[src/rtl/tgc_pkg.sv]
package tgc_pkg;

    typedef enum logic [1:0] {
        ST_IDLE   = 2'd0,
        ST_BUSY   = 2'd1,
        ST_SETTLE = 2'd2
    } tgc_state_e;

    // Classification of one transaction as seen by the gap rule.
    typedef struct packed {
        logic sync;
        logic wr;
        logic shared;
    } tgc_kind_t;

endpackage

[src/rtl/tgc_gap_rule.sv]
module tgc_gap_rule
    import tgc_pkg::*;
#(
    parameter int BANK_W = 2,
    parameter int TURN_W = 4,
    parameter int CNT_W  = 5
) (
    input  tgc_kind_t           prev_kind,
    input  logic [BANK_W-1:0]   prev_bank,
    input  logic [TURN_W-1:0]   turn_cap,
    input  tgc_kind_t           next_kind,
    input  logic [BANK_W-1:0]   next_bank,
    output logic [CNT_W-1:0]    need
);

    localparam logic [CNT_W-1:0] FIX_SHORT = CNT_W'(2);
    localparam logic [CNT_W-1:0] FIX_LONG  = CNT_W'(3);

    logic               same_bank;
    logic [CNT_W-1:0]   programmed;

    assign same_bank  = (prev_bank == next_bank);
    assign programmed = CNT_W'(turn_cap) + CNT_W'(1);

    always_comb begin
        need = '0;
        if (!prev_kind.wr) begin
            need = '0;
        end else if (prev_kind.sync) begin
            // fixed gaps after a synchronous write
            if (!next_kind.sync) begin
                need = FIX_SHORT;
            end else if (next_kind.wr && same_bank) begin
                need = FIX_SHORT;
            end else begin
                need = FIX_LONG;
            end
        end else begin
            // asynchronous write: programmed gap except same-bank async write pairs
            if (next_kind.wr && !next_kind.sync && same_bank && !prev_kind.shared) begin
                need = '0;
            end else begin
                need = programmed;
            end
        end
    end

endmodule

[src/rtl/tgc_idle_counter.sv]
module tgc_idle_counter #(
    parameter int CNT_W = 5
) (
    input  logic             clk,
    input  logic             rst_n,
    input  logic             clear,
    input  logic             run,
    output logic [CNT_W-1:0] count
);

    localparam logic [CNT_W-1:0] CNT_TOP = '1;

    always_ff @(posedge clk) begin
        if (!rst_n) begin
            count <= '0;
        end else if (clear) begin
            count <= '0;
        end else if (run && (count != CNT_TOP)) begin
            count <= count + CNT_W'(1);
        end
    end

endmodule

[src/rtl/tgc_gap_ctrl.sv]
module tgc_gap_ctrl
    import tgc_pkg::*;
#(
    parameter int BANKS  = 4,
    parameter int TURN_W = 4,
    localparam int BANK_W = (BANKS > 1) ? $clog2(BANKS) : 1
) (
    input  logic              clk,
    input  logic              rst_n,
    input  logic [TURN_W-1:0] turn_val,
    input  logic              req_valid,
    output logic              req_ready,
    input  logic              req_sync,
    input  logic              req_write,
    input  logic [BANK_W-1:0] req_bank,
    input  logic              req_shared,
    input  logic              xfer_done
);

    // one bit above the turnaround width holds T+1 without wrapping
    localparam int CNT_W = TURN_W + 1;

    tgc_state_e         state_q, state_d;
    tgc_kind_t          req_kind, cur_kind_q, prev_kind_q;
    logic [BANK_W-1:0]  cur_bank_q, prev_bank_q;
    logic [TURN_W-1:0]  turn_cap_q;
    logic [CNT_W-1:0]   idle_cnt, gap_need;
    logic               accept, finish, gap_met;

    assign req_kind = '{sync: req_sync, wr: req_write, shared: req_shared};
    assign accept   = req_valid & req_ready;
    assign finish   = (state_q == ST_BUSY) & xfer_done;
    assign gap_met  = (idle_cnt >= gap_need);

    // state register
    always_ff @(posedge clk) begin
        if (!rst_n) begin
            state_q <= ST_IDLE;
        end else begin
            state_q <= state_d;
        end
    end

    // transitions
    always_comb begin
        state_d = state_q;
        unique case (state_q)
            ST_IDLE:   if (accept)    state_d = ST_BUSY;
            ST_BUSY:   if (xfer_done) state_d = cur_kind_q.wr ? ST_SETTLE : ST_IDLE;
            ST_SETTLE: if (accept)    state_d = ST_BUSY;
            default:                  state_d = ST_IDLE;
        endcase
    end

    // outputs
    always_comb begin
        req_ready = 1'b0;
        unique case (state_q)
            ST_IDLE:   req_ready = 1'b1;
            ST_BUSY:   req_ready = 1'b0;
            ST_SETTLE: req_ready = gap_met;
            default:   req_ready = 1'b0;
        endcase
    end

    // transaction records and captured turnaround value
    always_ff @(posedge clk) begin
        if (!rst_n) begin
            cur_kind_q  <= '0;
            cur_bank_q  <= '0;
            prev_kind_q <= '0;
            prev_bank_q <= '0;
            turn_cap_q  <= '1;
        end else begin
            if (accept) begin
                cur_kind_q <= req_kind;
                cur_bank_q <= req_bank;
            end
            if (finish) begin
                prev_kind_q <= cur_kind_q;
                prev_bank_q <= cur_bank_q;
                turn_cap_q  <= turn_val;
            end
        end
    end

    tgc_gap_rule #(
        .BANK_W (BANK_W),
        .TURN_W (TURN_W),
        .CNT_W  (CNT_W)
    ) u_rule (
        .prev_kind (prev_kind_q),
        .prev_bank (prev_bank_q),
        .turn_cap  (turn_cap_q),
        .next_kind (req_kind),
        .next_bank (req_bank),
        .need      (gap_need)
    );

    tgc_idle_counter #(
        .CNT_W (CNT_W)
    ) u_idle (
        .clk   (clk),
        .rst_n (rst_n),
        .clear (finish),
        .run   (state_q == ST_SETTLE),
        .count (idle_cnt)
    );

endmodule

[config.mk]
export PLATFORM = sky130hd
export DESIGN_NAME = tgc_gap_ctrl
export DESIGN_NICKNAME = d
export VERILOG_FILES = /design/src/rtl/tgc_pkg.sv /design/src/rtl/tgc_gap_rule.sv /design/src/rtl/tgc_idle_counter.sv /design/src/rtl/tgc_gap_ctrl.sv
export SDC_FILE = /design/constraint.sdc
export NUM_CORES = 1
export LEC_CHECK = 0
export ABC_AREA = 1
export ABC_CLOCK_PERIOD_IN_PS = 2700
export BUFFER_PORTS_ARGS = -buffer_cell sky130_fd_sc_hd__buf_2
export CAP_MARGIN = 20
export CORE_MARGIN = 2
export CORE_UTILIZATION = 45
export DETAILED_ROUTE_END_ITERATION = 8
export GPL_TIMING_DRIVEN = 0
export HOLD_SLACK_MARGIN = 0.05
export PLACE_DENSITY_LB_ADDON = 0.25
export SETUP_SLACK_MARGIN = 0.4
export SYNTH_ARGS = -nofsm -noshare
export SYNTH_HDL_FRONTEND = slang
export SYNTH_HIERARCHICAL = 1
export SYNTH_SLANG_ARGS = --single-unit
[constraint.sdc]
create_clock -name clk -period 2.7 [get_ports clk]
set_clock_uncertainty 0.2 [all_clocks]
set_input_delay 0.135 -clock clk [delete_from_list [all_inputs] [get_ports clk]]
set_output_delay 0.135 -clock clk [all_outputs]
set_load 0.02 [all_outputs]
Word-level counts from Yosys, hierarchy flattened

Cells that the tools add are included.

Register bits after elaboration: 21
Bits in latches: 0
Memory bits (writable): 0
Bits in read-only memories: 0
Input port bits: 13
Output and inout bits: 1
Word-level logic and storage cells: 44
Memories: 0

$add $sub $neg: 2
Multipliers: 0
Div/mod/pow operators: 0
$lt $le $gt $ge: 1
Equal/unequal tests: 6
Shift-type cells: 0
Multiplexer cells: 10
Bitwise logic cells: 3
Reduce and logical (&&, ||, !) cells: 11

Operator list:

| kind                                                  | count |
|---|---|
| 2-to-1 mux 5 bit                                      | 4 |
| 2-to-1 mux 2 bit                                      | 3 |
| adder 4 x 1 -> 5 bit, second input constant           | 1 |
| adder 5 x 1 -> 5 bit, second input constant           | 1 |
| >= comparator 5 bit                                   | 1 |
| logical AND 1 bit                                     | 5 |
| inequality test 5 bit, second input constant          | 1 |
| one-hot mux 2 bit (2 select lines)                    | 1 |
| OR reduction 2 bit                                    | 2 |
| bitwise AND 1 bit                                     | 2 |
| equality test 2 x 1 -> 1 bit, second input constant   | 1 |
| equality test 2 bit                                   | 1 |
| equality test 2 bit, second input constant            | 1 |
| logical NOT 1 bit                                     | 2 |
| logical NOT 2 bit                                     | 1 |
| inequality test 2 x 1 -> 1 bit, second input constant | 1 |
| inequality test 2 bit, second input constant          | 1 |
| one-hot mux 1 bit (2 select lines)                    | 1 |
| AND reduction 2 bit                                   | 1 |
| 2-to-1 mux 1 bit                                      | 1 |
| inverter 1 bit                                        | 1 |

Longest topological paths before layout

Word-level depth: 12
Gate-level depth with buffers: 20
Mapped depth without buffers: 19

Modules after synthesis

Netlist, hierarchy kept.

By module, submodules not included:

| module           | times used | cells an instance | area each (um2) | seq. area each (um2) |
|---|---|---|---|---|
| tgc_gap_ctrl     | 1          | 108               | 807.0           | 320.3 |
| tgc_idle_counter | 1          | 35                | 260.2           | 100.1 |
| tgc_gap_rule     | 1          | 39                | 181.4           | 0.0 |

Worst setup path before layout

No wires, ideal clock.

Kind: register to register
Start: register prev_bank_q[1]
End: register cur_bank_q[0]
Library setup time: 0.113 ns
Arrival: 1.692 ns
Data required time: 2.387 ns
Setup slack: 0.696 ns
Stages on the path, launching flop included: 18
Path buffers: 1
Period minus slack after synthesis: 2.004 ns
Cells stage by stage: dfxtp_1 > xnor2_1 > nand3_2 > nand2_1 > inv_1 > nand2_1 > inv_1 > inv_1 > ha_1 > nand2_1 > inv_1 > nor2_1 > nand3_2 > nand3_2 > buf_6 > nand2_2 > nand2_1 > nor2_1

Longest elaborated chain between the ends: 9
Elaborated cells on any way between the ends: 12
Those cells by class: order compare (1); eq/ne (1); mux (6); bitwise (1); reduce/logical (3)

Ends and longest elaborated chain:

| item                               | RTL line           | text |
|---|---|---|
| start, declared                    | tgc_gap_ctrl.sv:25 | `logic [BANK_W-1:0] cur_bank_q, prev_bank_q;` |
| start signal, assigned             | tgc_gap_ctrl.sv:81 | `prev_bank_q <= cur_bank_q;` |
| equality test 2 bit                | tgc_gap_rule.sv:22 | `assign same_bank = (prev_bank == next_bank);` |
| logical AND 1 bit (2 in a row)     | tgc_gap_rule.sv:40 | `if (next_kind.wr && !next_kind.sync && same_bank && !prev_kind.shared) begin` |
| 2-to-1 mux 5 bit                   | tgc_gap_rule.sv:40 |  |
| 2-to-1 mux 5 bit                   | tgc_gap_rule.sv:29 | `end else if (prev_kind.sync) begin` |
| 2-to-1 mux 5 bit                   | tgc_gap_rule.sv:27 | `if (!prev_kind.wr) begin` |
| net gap_need[4]                    | tgc_gap_ctrl.sv:27 | `logic [CNT_W-1:0] idle_cnt, gap_need;` |
| >= comparator 5 bit                | tgc_gap_ctrl.sv:33 | `assign gap_met = (idle_cnt >= gap_need);` |
| one-hot mux 1 bit (2 select lines) | tgc_gap_ctrl.sv:58 | `unique case (state_q)` |
| bitwise AND 1 bit                  | tgc_gap_ctrl.sv:31 | `assign accept = req_valid & req_ready;` |
| end signal, assigned               | tgc_gap_ctrl.sv:77 | `cur_bank_q <= req_bank;` |
| end, declared                      | tgc_gap_ctrl.sv:25 |  |

The timed path passes the listed nets, and every way through them passes these cells.
A chain may end at the register's enable or synchronous reset.

Worst setup path after layout

Start: register turn_cap_q[2]
End: output port req_ready

Longest elaborated chain between the ends: 6

Ends and longest elaborated chain:

| item                               | RTL line           | text |
|---|---|---|
| start, declared                    | tgc_gap_ctrl.sv:26 | `logic [TURN_W-1:0] turn_cap_q;` |
| start signal, assigned             | tgc_gap_ctrl.sv:82 | `turn_cap_q <= turn_val;` |
| adder 4 x 1 -> 5 bit               | tgc_gap_rule.sv:23 | `assign programmed = CNT_W'(turn_cap) + CNT_W'(1);` |
| 2-to-1 mux 5 bit                   | tgc_gap_rule.sv:40 |  |
| 2-to-1 mux 5 bit                   | tgc_gap_rule.sv:29 |  |
| 2-to-1 mux 5 bit                   | tgc_gap_rule.sv:27 |  |
| net gap_need[3]                    | tgc_gap_ctrl.sv:27 |  |
| >= comparator 5 bit                | tgc_gap_ctrl.sv:33 |  |
| one-hot mux 1 bit (2 select lines) | tgc_gap_ctrl.sv:58 |  |
| end, declared                      | tgc_gap_ctrl.sv:12 | `output logic req_ready,` |

The timed path passes the listed nets, and every way through them passes these cells.

==> reports/summary.json <==
{
  "outcome": "finished, final reports clean",
  "yosys.area.top_type_share_pct": 33.67,
  "dp_slack_ns": 0.5017,
  "floorplan.die.height_um": 56.68,
  "timing.final.crit_share_pct": 88.03,
  "initial_utilization_pct": 46.48,
  "report.final.setup_viol": 0,
  "gp_congestion": 0.8019,
  "reg2reg_setup_slack_ns": 0.41,
  "dieWidth_um": 56.68,
  "clk-insertion-delay-late_ns": 0.31,
  "path_max_fanout": 4,
  "grt_overflow": 0,
  "yosys_register_bits": 21,
  "logic_depth_of_the_worst_register_to_register_path": 15,
  "critical_path_class": "reg2out",
  "synthDistinctLibCells": 26,
  "vdd.ir_drop.worst_mv": 0.4187,
  "grt_start_max_net_pins": 14,
  "avgViaCountPerCell": 4.764,
  "die_area_um2": 3212,
  "drt.antenna.violating_nets": 0,
  "synthArstFlopShare_pct": 0,
  "post_layout_nets": 241,
  "placeableCoreArea_um2": 2686,
  "antenna_found_initial": 0,
  "hold_violations": 0,
  "drtIter0Drc": 63,
  "finalWorstSetupSlack_ns": 0.3232,
  "timing.final.max_slew_violations": 0,
  "antenna_cells_inserted": 0,
  "share_seq_of_total_power_pct": 52.0,
  "finalSetupTns_ns": 0,
  "worst_slew_pin_slew_ns": 0.2703,
  "clock_sinks": 21,
  "holdPathEnd": "prev_kind_q[0]",
  "io_pins": 14,
  "via_count_of_the_first_global_routing_pass": 1051,
  "internal_power_mw": 0.4618,
  "leakagePower_nw": 0.8083,
  "maximum_frequency_from_static_timing_analysis_mhz": 420.7,
  "maxSlewHeadroom_pct": 81.96,
  "post_synthesis_sequential_area_ratio_pct": 33.67,
  "setup.worst_path.end_class": "output pin",
  "detail_route.first_pass.iterations": 4,
  "groute.usage.overall_pct": 17.59,
  "number_of_enable_type_register_cells_in_the_synthesized_netlist": 0,
  "power_switching_mw": 0.2029,
  "htreeDepth": 1,
  "synth.largest_area_cell": "sky130_fd_sc_hd__dfxtp_1",
  "drv.max_cap_violation_count": 0,
  "post_route_wl_mm": 2.789,
  "worst_ep_arrival_time_ns": 2.04,
  "numCtsBuffers": 3,
  "reg2reg_to": "cur_kind_q[1]",
  "library_cell_used_as_clock_root_buffer": "sky130_fd_sc_hd__clkbuf_4",
  "synthFlopType": "sky130_fd_sc_hd__dfxtp_1",
  "holdCritStartpoint": "cur_kind_q[0]",
  "synthesis.instances": 182,
  "synth-warning-count": 6,
  "min-delay-path-class": "reg2reg",
  "timing.hold.worst_path_depth": 2,
  "power-per-cell-area_nw_per_um2": 402.8,
  "placementRows": 19,
  "post_synth.cell_area_avg_um2": 6.861,
  "tritoncts": "yes",
  "finalPower_mw": 0.6647,
  "netlist_top_cells_area": "sky130_fd_sc_hd__dfxtp_1 34%, sky130_fd_sc_hd__nand2_1 13%, sky130_fd_sc_hd__inv_1 9.9%",
  "placement.io_buffers": 13,
  "timing.critical_path.required_ns": 2.37,
  "vias": 1191,
  "layout_cell_share_with_drive_strength_beyond_1_pct": 28.31,
  "clock_power_share_pct": 24.1,
  "drc_violation_count_after_routing": 0,
  "num-fill-cells": 254,
  "whs_ns": 0.2759,
  "start_kind": "register",
  "syn2layout_area_growth_pct": 32.16,
  "rsz0062_at_grt": "true",
  "wire_length_of_the_first_global_routing_pass_mm": 4.478,
  "power.combinational.fraction_pct": 23.8,
  "wl_per_cell_um": 11.16,
  "p_sw_share_pct": 30.52,
  "reg2reg_from": "turn_cap_q[2]",
  "place_hpwl_mm": 1.800,
  "mappedNetlistNets": 203,
  "synth.cell_area_um2": 1249,
  "max-clock-path-buffers": 2,
  "clk_transition_reported_paths_ns": 0.13,
  "post-route-min-period_ns": 2.377
}
layout by cell type (no fill, tap or decap), drive strengths merged:
cell and count:
nand3b 1, dlygate4sd3 16, clkinvlp 1, inv 36, a21oi 10, a31oi 1, dfxtp 21, nor2 32
nand2 47, ha 8, xnor2 1, buf 19, o21bai 1, xor2 1, o211ai 1, o21ai 7
o31ai 1, clkbuf 4, nand3 11
sequential cells by signal, indices dropped and copies added, names as in the netlist:
signal,flops
u_idle/count,5
state_q,2
prev_bank_q,2
cur_bank_q,2
turn_cap_q,4
cur_kind_q,3
prev_kind_q,3
synthesized netlist by cell type (2+ instances only):
master / count
sky130_fd_sc_hd__ha_1: 8
sky130_fd_sc_hd__nor2_2: 3
sky130_fd_sc_hd__nand3_2: 3
sky130_fd_sc_hd__nor2_1: 28
sky130_fd_sc_hd__dfxtp_1: 21
sky130_fd_sc_hd__o21ai_0: 5
sky130_fd_sc_hd__a21oi_1: 9
sky130_fd_sc_hd__buf_6: 2
sky130_fd_sc_hd__nand3_1: 7
sky130_fd_sc_hd__nand2_2: 5
sky130_fd_sc_hd__nand2_1: 42
sky130_fd_sc_hd__inv_2: 3
sky130_fd_sc_hd__inv_1: 33
kinds of logic after synthesis:
group / synth area share (%)
simple gates: 33.17
compound gates: 10.02
buf+inv: 13.73
fa+ha+maj: 8.016
flops: 33.67
xor+xnor: 1.403
cell type report:
class                           count  area (um^2)  share of cell area, %
Buffer                              3        36.28                  2.199
Clock buffer                        3        22.52                  1.365
Clock inverter                      1        7.507                 0.4549
Inverter                           36        135.1                  8.188
Multi-Input combinational cell    122        723.2                  43.82
Sequential cell                    21        425.4                  25.78
Tap cell                           31        38.79                  2.350
Timing Repair Buffer               33        261.5                  15.85
power by group through the flow:
stage	Sequential (mW)	Combinational [mW]	Clock (mW)
4_1_cts	0.344	0.145	0.167
2_1_floorplan	0.347	0.0906	0
3_5_place_dp	0.350	0.120	0
6_report	0.346	0.158	0.160
3_3_place_gp	0.350	0.116	0
5_1_grt	0.348	0.177	0.183
critical path, cell delays in order (launching register included):
cell	delay (ns)
sky130_fd_sc_hd__dfxtp_1	0.42
sky130_fd_sc_hd__nand3_1	0.15
sky130_fd_sc_hd__a21oi_2	0.17
sky130_fd_sc_hd__o211ai_1	0.11
sky130_fd_sc_hd__inv_1	0.07
sky130_fd_sc_hd__inv_1	0.04
sky130_fd_sc_hd__ha_1	0.26
sky130_fd_sc_hd__nand2_1	0.05
sky130_fd_sc_hd__nor2_1	0.09
sky130_fd_sc_hd__nand2_1	0.07
sky130_fd_sc_hd__a31oi_1	0.14
sky130_fd_sc_hd__buf_4	0.17
worst max-delay path by stage:
| stage | from | to | slack, ns | cells past startpoint |
|---|---|---|---|---|
| 2_1_floorplan | prev_bank_q[1] | cur_bank_q[0] | 0.70 | 17 |
| 3_3_place_gp | prev_bank_q[1] | cur_kind_q[1] | 0.52 | 17 |
| 3_5_place_dp | prev_bank_q[1] | cur_kind_q[2] | 0.50 | 17 |
| 4_1_cts | prev_bank_q[0] | req_ready | 0.34 | 15 |
| 5_1_grt | turn_cap_q[2] | req_ready | 0.17 | 11 |
| 6_report | turn_cap_q[2] | req_ready | 0.32 | 11 |
what timing repair did:
item,in CTS,in global routing
gates resized for setup,12,13
hold buffers,16,0
pin swaps,9,7
gates cloned,0,1
endpoints found under the setup margin,1,8
endpoints found under the hold margin,18,0
buffers inserted,1,2
metal layers:
layer  wire length [um]  global-route usage [%]  share of wire [%]  vias to the layer above
li1                   -                       -                  -                      629
met4                 17                   3.061               0.61                        0
met5                  0                       0                  0                        -
met1               1269                   21.40                 46                      543
met2               1424                   31.06                 51                       17
met3                 79                   4.839                2.8                        2
stage by stage:
step,std cells,utilization (%),instance area [um^2]
global placement,226,50.35,1353
finish,250,61.43,1650
detailed placement,226,50.35,1353
floorplan,182,-,1249
CTS,247,59.11,1588
global route,250,61.43,1650
No activity file was read; power rests on OpenSTA's default activity.
